**src/rtl/odgpio_pkg.sv**
```systemverilog
package odgpio_pkg;

  typedef enum logic [1:0] {
    STBY_RUN   = 2'd0,
    STBY_SLEEP = 2'd1,
    STBY_STOP  = 2'd2,
    STBY_WATCH = 2'd3
  } stby_mode_e;

  // Clamp is active in the deep standby modes when pin hold is requested.
  function automatic logic clamp_active(input logic [1:0] mode, input logic hold);
    return hold && ((mode == STBY_STOP) || (mode == STBY_WATCH));
  endfunction

  // Open-drain drive of one pin: 1 means pull low.
  function automatic logic pin_pull(input logic latch_bit, input logic oe,
                                    input logic pdata, input logic clamp);
    logic src;
    src = oe ? pdata : latch_bit;
    return !clamp && !src;
  endfunction

endpackage

```
**src/rtl/odgpio_latch.sv**
```systemverilog
module odgpio_latch #(
  parameter int NUM_PINS = 6
) (
  input  logic                clk,
  input  logic                rst_n,
  input  logic                wr,
  input  logic [NUM_PINS-1:0] wdata,
  output logic [NUM_PINS-1:0] q
);
  localparam logic [NUM_PINS-1:0] RESET_VAL = '1;

  always_ff @(posedge clk or negedge rst_n) begin
    if (!rst_n)  q <= RESET_VAL;
    else if (wr) q <= wdata;
  end
endmodule

```
**src/rtl/odgpio_standby.sv**
```systemverilog
module odgpio_standby (
  input  logic [1:0] mode,
  input  logic       hold,
  output logic       clamp
);
  import odgpio_pkg::*;
  always_comb clamp = clamp_active(mode, hold);
endmodule

```
**src/rtl/odgpio_pin_mux.sv**
```systemverilog
module odgpio_pin_mux #(
  parameter int NUM_PINS = 6
) (
  input  logic [NUM_PINS-1:0] latch_q,
  input  logic [NUM_PINS-1:0] oe,
  input  logic [NUM_PINS-1:0] pdata,
  input  logic                clamp,
  output logic [NUM_PINS-1:0] pull_low
);
  import odgpio_pkg::*;
  for (genvar i = 0; i < NUM_PINS; i++) begin : g_pin
    always_comb pull_low[i] = pin_pull(latch_q[i], oe[i], pdata[i], clamp);
  end
endmodule

```
**src/rtl/odgpio_in_gate.sv**
```systemverilog
module odgpio_in_gate #(
  parameter int NUM_PINS = 6
) (
  input  logic                clk,
  input  logic                rst_n,
  input  logic                clamp,
  input  logic [NUM_PINS-1:0] pad_in,
  output logic [NUM_PINS-1:0] sampled
);
  logic [NUM_PINS-1:0] gated;
  always_comb gated = clamp ? '0 : pad_in;

  always_ff @(posedge clk or negedge rst_n) begin
    if (!rst_n) sampled <= '0;
    else        sampled <= gated;
  end
endmodule

```
**src/rtl/odgpio_port.sv**
```systemverilog
module odgpio_port #(
  parameter int NUM_PINS = 6
) (
  input  logic                clk,
  input  logic                rst_n,
  input  logic                bus_wr,
  input  logic [NUM_PINS-1:0] bus_wdata,
  output logic [NUM_PINS-1:0] bus_rdata,
  input  logic [NUM_PINS-1:0] per_oe,
  input  logic [NUM_PINS-1:0] per_out,
  input  logic [1:0]          stby_mode,
  input  logic                stby_pinhold,
  output logic [NUM_PINS-1:0] pad_pull_low,
  input  logic [NUM_PINS-1:0] pad_in
);
  logic [NUM_PINS-1:0] latch_q;
  logic                clamp;

  odgpio_latch #(.NUM_PINS(NUM_PINS)) u_latch (
    .clk(clk), .rst_n(rst_n), .wr(bus_wr), .wdata(bus_wdata), .q(latch_q)
  );

  odgpio_standby u_stby (
    .mode(stby_mode), .hold(stby_pinhold), .clamp(clamp)
  );

  odgpio_pin_mux #(.NUM_PINS(NUM_PINS)) u_mux (
    .latch_q(latch_q), .oe(per_oe), .pdata(per_out), .clamp(clamp),
    .pull_low(pad_pull_low)
  );

  odgpio_in_gate #(.NUM_PINS(NUM_PINS)) u_gate (
    .clk(clk), .rst_n(rst_n), .clamp(clamp), .pad_in(pad_in), .sampled(bus_rdata)
  );
endmodule

```
**config.mk**
```make
export PLATFORM = sky130hd
export DESIGN_NAME = odgpio_port
export DESIGN_NICKNAME = d
export VERILOG_FILES = /design/src/rtl/odgpio_pkg.sv /design/src/rtl/odgpio_latch.sv /design/src/rtl/odgpio_standby.sv /design/src/rtl/odgpio_pin_mux.sv /design/src/rtl/odgpio_in_gate.sv /design/src/rtl/odgpio_port.sv
export SDC_FILE = /design/constraint.sdc
export NUM_CORES = 1
export LEC_CHECK = 0
export BUFFER_PORTS_ARGS = -buffer_cell sky130_fd_sc_hd__buf_2
export CORE_UTILIZATION = 40
export CTS_BUF_LIST = sky130_fd_sc_hd__clkbuf_8
export DETAILED_ROUTE_END_ITERATION = 16
export PLACE_DENSITY = 0.79
export SLEW_MARGIN = 20
export SYNTH_ARGS = -nofsm -noshare
export SYNTH_HDL_FRONTEND = slang
export SYNTH_SLANG_ARGS = --single-unit
```
**constraint.sdc**
```tcl
create_clock -name clk -period 1.1 [get_ports clk]
set_input_delay 0.22 -clock clk [delete_from_list [all_inputs] [get_ports clk]]
set_output_delay 0.22 -clock clk [all_outputs]
set_load 0.01 [all_outputs]
```
==> metrics.md <==
| Metric | Value |
|---|---|
| Status | `finished with violations` |
| Failing checks | `setup timing` |
| PortBufs | `40` |
| Core area | `1300 um^2` |
| Crit path capture type | `primary output` |
| Syn Nets | `70` |
| R2R Path Start | `u_latch.q[2]$_DFFE_PN1P_` |
| GRT Total Usage | `0.150` |
| Clock Skew | `0 ns` |
| Avg Inst Size Synth | `13.9 um^2` |
| Initial antenna violation count | `0` |
| Cell Area, Synth | `554 um^2` |
| Hold EP | `u_gate.sampled[0]$_DFF_PN0_` |
| Largest net degree at the start of global routing | `13` |
| TritonCTS clock tree | `yes` |
| Placed insts | `93` |
| CP Data Arrival Time | `1.06 ns` |
| Root buf cell | `clkbuf_8` |
| MaxCap Viol Count | `0` |
| H-tree Lvls | `1` |
| Final setup margin | `-0.183 ns` |
| Vias in the first global route | `380` |
| Worst Reg-to-Reg Cells | `2` |
| Final hold viol count | `0` |
| Power per cell area | `1300 nW/um^2` |
| Yosys top cell by area | `dfstp_2` |
| Final Wtd Congestion | `0.638` |
| First-pass GRT wire length | `1.44 mm` |
| Clock slew at reported path FFs | `0.05 ns` |
| Hpwl dp | `806 um` |
| # diodes | `0` |
| WL per Instance | `11.0 um` |
| Final setup violation count | `6` |
| EDFF count, synth | `0` |
| Fin. max-slew vios | `0` |
| Register area share after synthesis | `0.555` |
| Crit share post-route | `1.17` |
| Count of different cell masters after synthesis | `10` |
| DRC viols | `0` |
| Number of nets in the layout | `115` |
| Via Count | `473` |
| CTS Buf Count | `3` |
| Async set or reset register ratio after synthesis | `1.00` |
| HP Class | `primary input to flop` |
| Die W | `39.2 um` |
| Worst R2R End | `u_latch.q[2]$_DFFE_PN1P_` |
| Slowest-stage cell, CP | `dfstp_2` |
| DIE AREA | `1540 um^2` |
| Initial Util | `0.426` |
| P_leak | `0.431 nW` |
| Total gr overflow | `0` |
| 1st-iter DRT viols | `3` |
| Max_slew headroom | `0.832` |
| Final min period | `1.28 ns` |
| Synth Register Bits | `12` |
| Cell family with most CP delay | `flip-flops` |
| VDD IR max | `0.783 mV` |
| Clk sink count | `12` |
| Fillers | `115` |
| Worst reg2reg setup slack | `0.29 ns` |
| Number of routed nets with antenna violations | `0` |
| Final Non-Filler Cells | `98` |
| Unrepaired setup endpoints after global routing | `true` |
| Setup TNS | `-1.05 ns` |
| Avg Vias per Cell | `4.83` |
| WHS Path Cells | `2` |
| Top cell type's share of synthesized area | `0.284` |
| Leading post-synthesis cells by cell area | `dfstp_2 28%, dfrtp_1 27%, a211oi_2 14%` |
| Crit-path max FO | `2` |
| FP Rows | `13` |
| Critical setup path kind | `flop to primary output` |
| Buf/Inv on CP | `1` |
| Area delta synth->final | `55.3%` |
| Mapped Cells | `40` |
| Fmax | `780 MHz` |
| Fin Hold WS | `0.193 ns` |
| Primary FF master, synth | `dfstp_2` |
| Critical-path cell list | `nor2b_4, a211oi_2, buf_2` |
| Final wirelength | `1.08 mm` |
| Worst path max stage delay | `0.52 ns` |
| Hold_sp | `pad_in[0]` |
| Die H | `39.2 um` |
| Critical path launch point type | `flop` |
| Worst endpoint required time | `0.88 ns` |
| CTS Buffer Depth | `2` |
| Worst slew pin tran | `0.252 ns` |
| Clk Latency, worst-skew pair | `0.23 ns` |
| First-pass detailed-route iteration total | `2` |
| Top Ports | `42` |
| Crit path depth | `3` |
| Share of cells above drive strength 1 | `0.831` |
| Syn. warnings | `0` |
==> sequential cells by signal (all words and copies together), names as in the netlist <==
name and flops:
u_gate.sampled 6, u_latch.q 6
==> through the flow <==
step	power, mW	cell area (um^2)	util	setup WS, ns
finish	1.12	861	0.662	-0.183
global route	1.18	861	0.662	-0.228
CTS	1.13	853	0.656	-0.193
detailed placement	0.718	757	0.582	0.00276
global placement	0.710	757	0.582	0.0341
floorplan	0.617	554	-	0.142
==> placed cells by master (no fill, tap or decap), drive strengths merged <==
master       Yosys  layout
nor2b            6       6
clkbuf           0       3
dfrtp            6       6
dlygate4sd3      0       1
mux2             6       6
a211oi           6       6
dfstp            6       6
nand2            1       1
buf              2      41
and2             7       7
==> how the worst max path moves through the flow <==
stage	start	endpoint	slack (ns)
global route	u_latch.q[3]$_DFFE_PN1P_	pad_pull_low[3]	-0.23
global placement	stby_mode[1]	pad_pull_low[0]	0.03
floorplan	stby_mode[1]	pad_pull_low[0]	0.14
CTS	u_latch.q[1]$_DFFE_PN1P_	pad_pull_low[1]	-0.19
finish	u_latch.q[3]$_DFFE_PN1P_	pad_pull_low[3]	-0.18
detailed placement	stby_mode[1]	pad_pull_low[1]	0.003
==> power by group <==
part | internal [mW] | switching [mW] | leakage (nW) | total [mW]
Combinational | 0.139 | 0.0992 | 0.273 | 0.238
Sequential | 0.495 | 0.0136 | 0.137 | 0.509
Clock | 0.239 | 0.132 | 0.0216 | 0.370
==> cells by family (layout without fill, tap and decap cells) <==
kind of cell           count (synthesis)  in the layout  synth area share
muxes                                  6              6             0.122
DFF                                   12             12             0.555
and+or+nand+nor                       14             14             0.158
buffers and inverters                  2             45            0.0293
AOI/OAI and AO/OA                      6              6             0.135
==> per-layer routing <==
layer | part of all wire | global-route usage
met4 | 0 | 0.0776
met1 | 0.40 | 0.144
met3 | 0.077 | 0.0520
met2 | 0.53 | 0.275
met5 | 0 | 0
==> what timing repair did <==
| item | in CTS | in global routing |
|---|---|---|
| setup buffers | 0 | 1 |
| hold buffers | 1 | 0 |
| hold endpoints to repair | 6 | 0 |
| resized for setup | 12 | 0 |
| endpoints found under the setup margin | 6 | 6 |
| gates cloned | 0 | 0 |
==> layout make-up <==
type / count / area, um^2 / share of cell area
sequential: 12 / 308 / 0.358
clock buffer: 3 / 41.3 / 0.0480
timing repair buffer: 42 / 218 / 0.253
multi-input combinational: 26 / 275 / 0.320
tap: 15 / 18.8 / 0.0218
No activity file was read; power rests on OpenSTA's default activity.
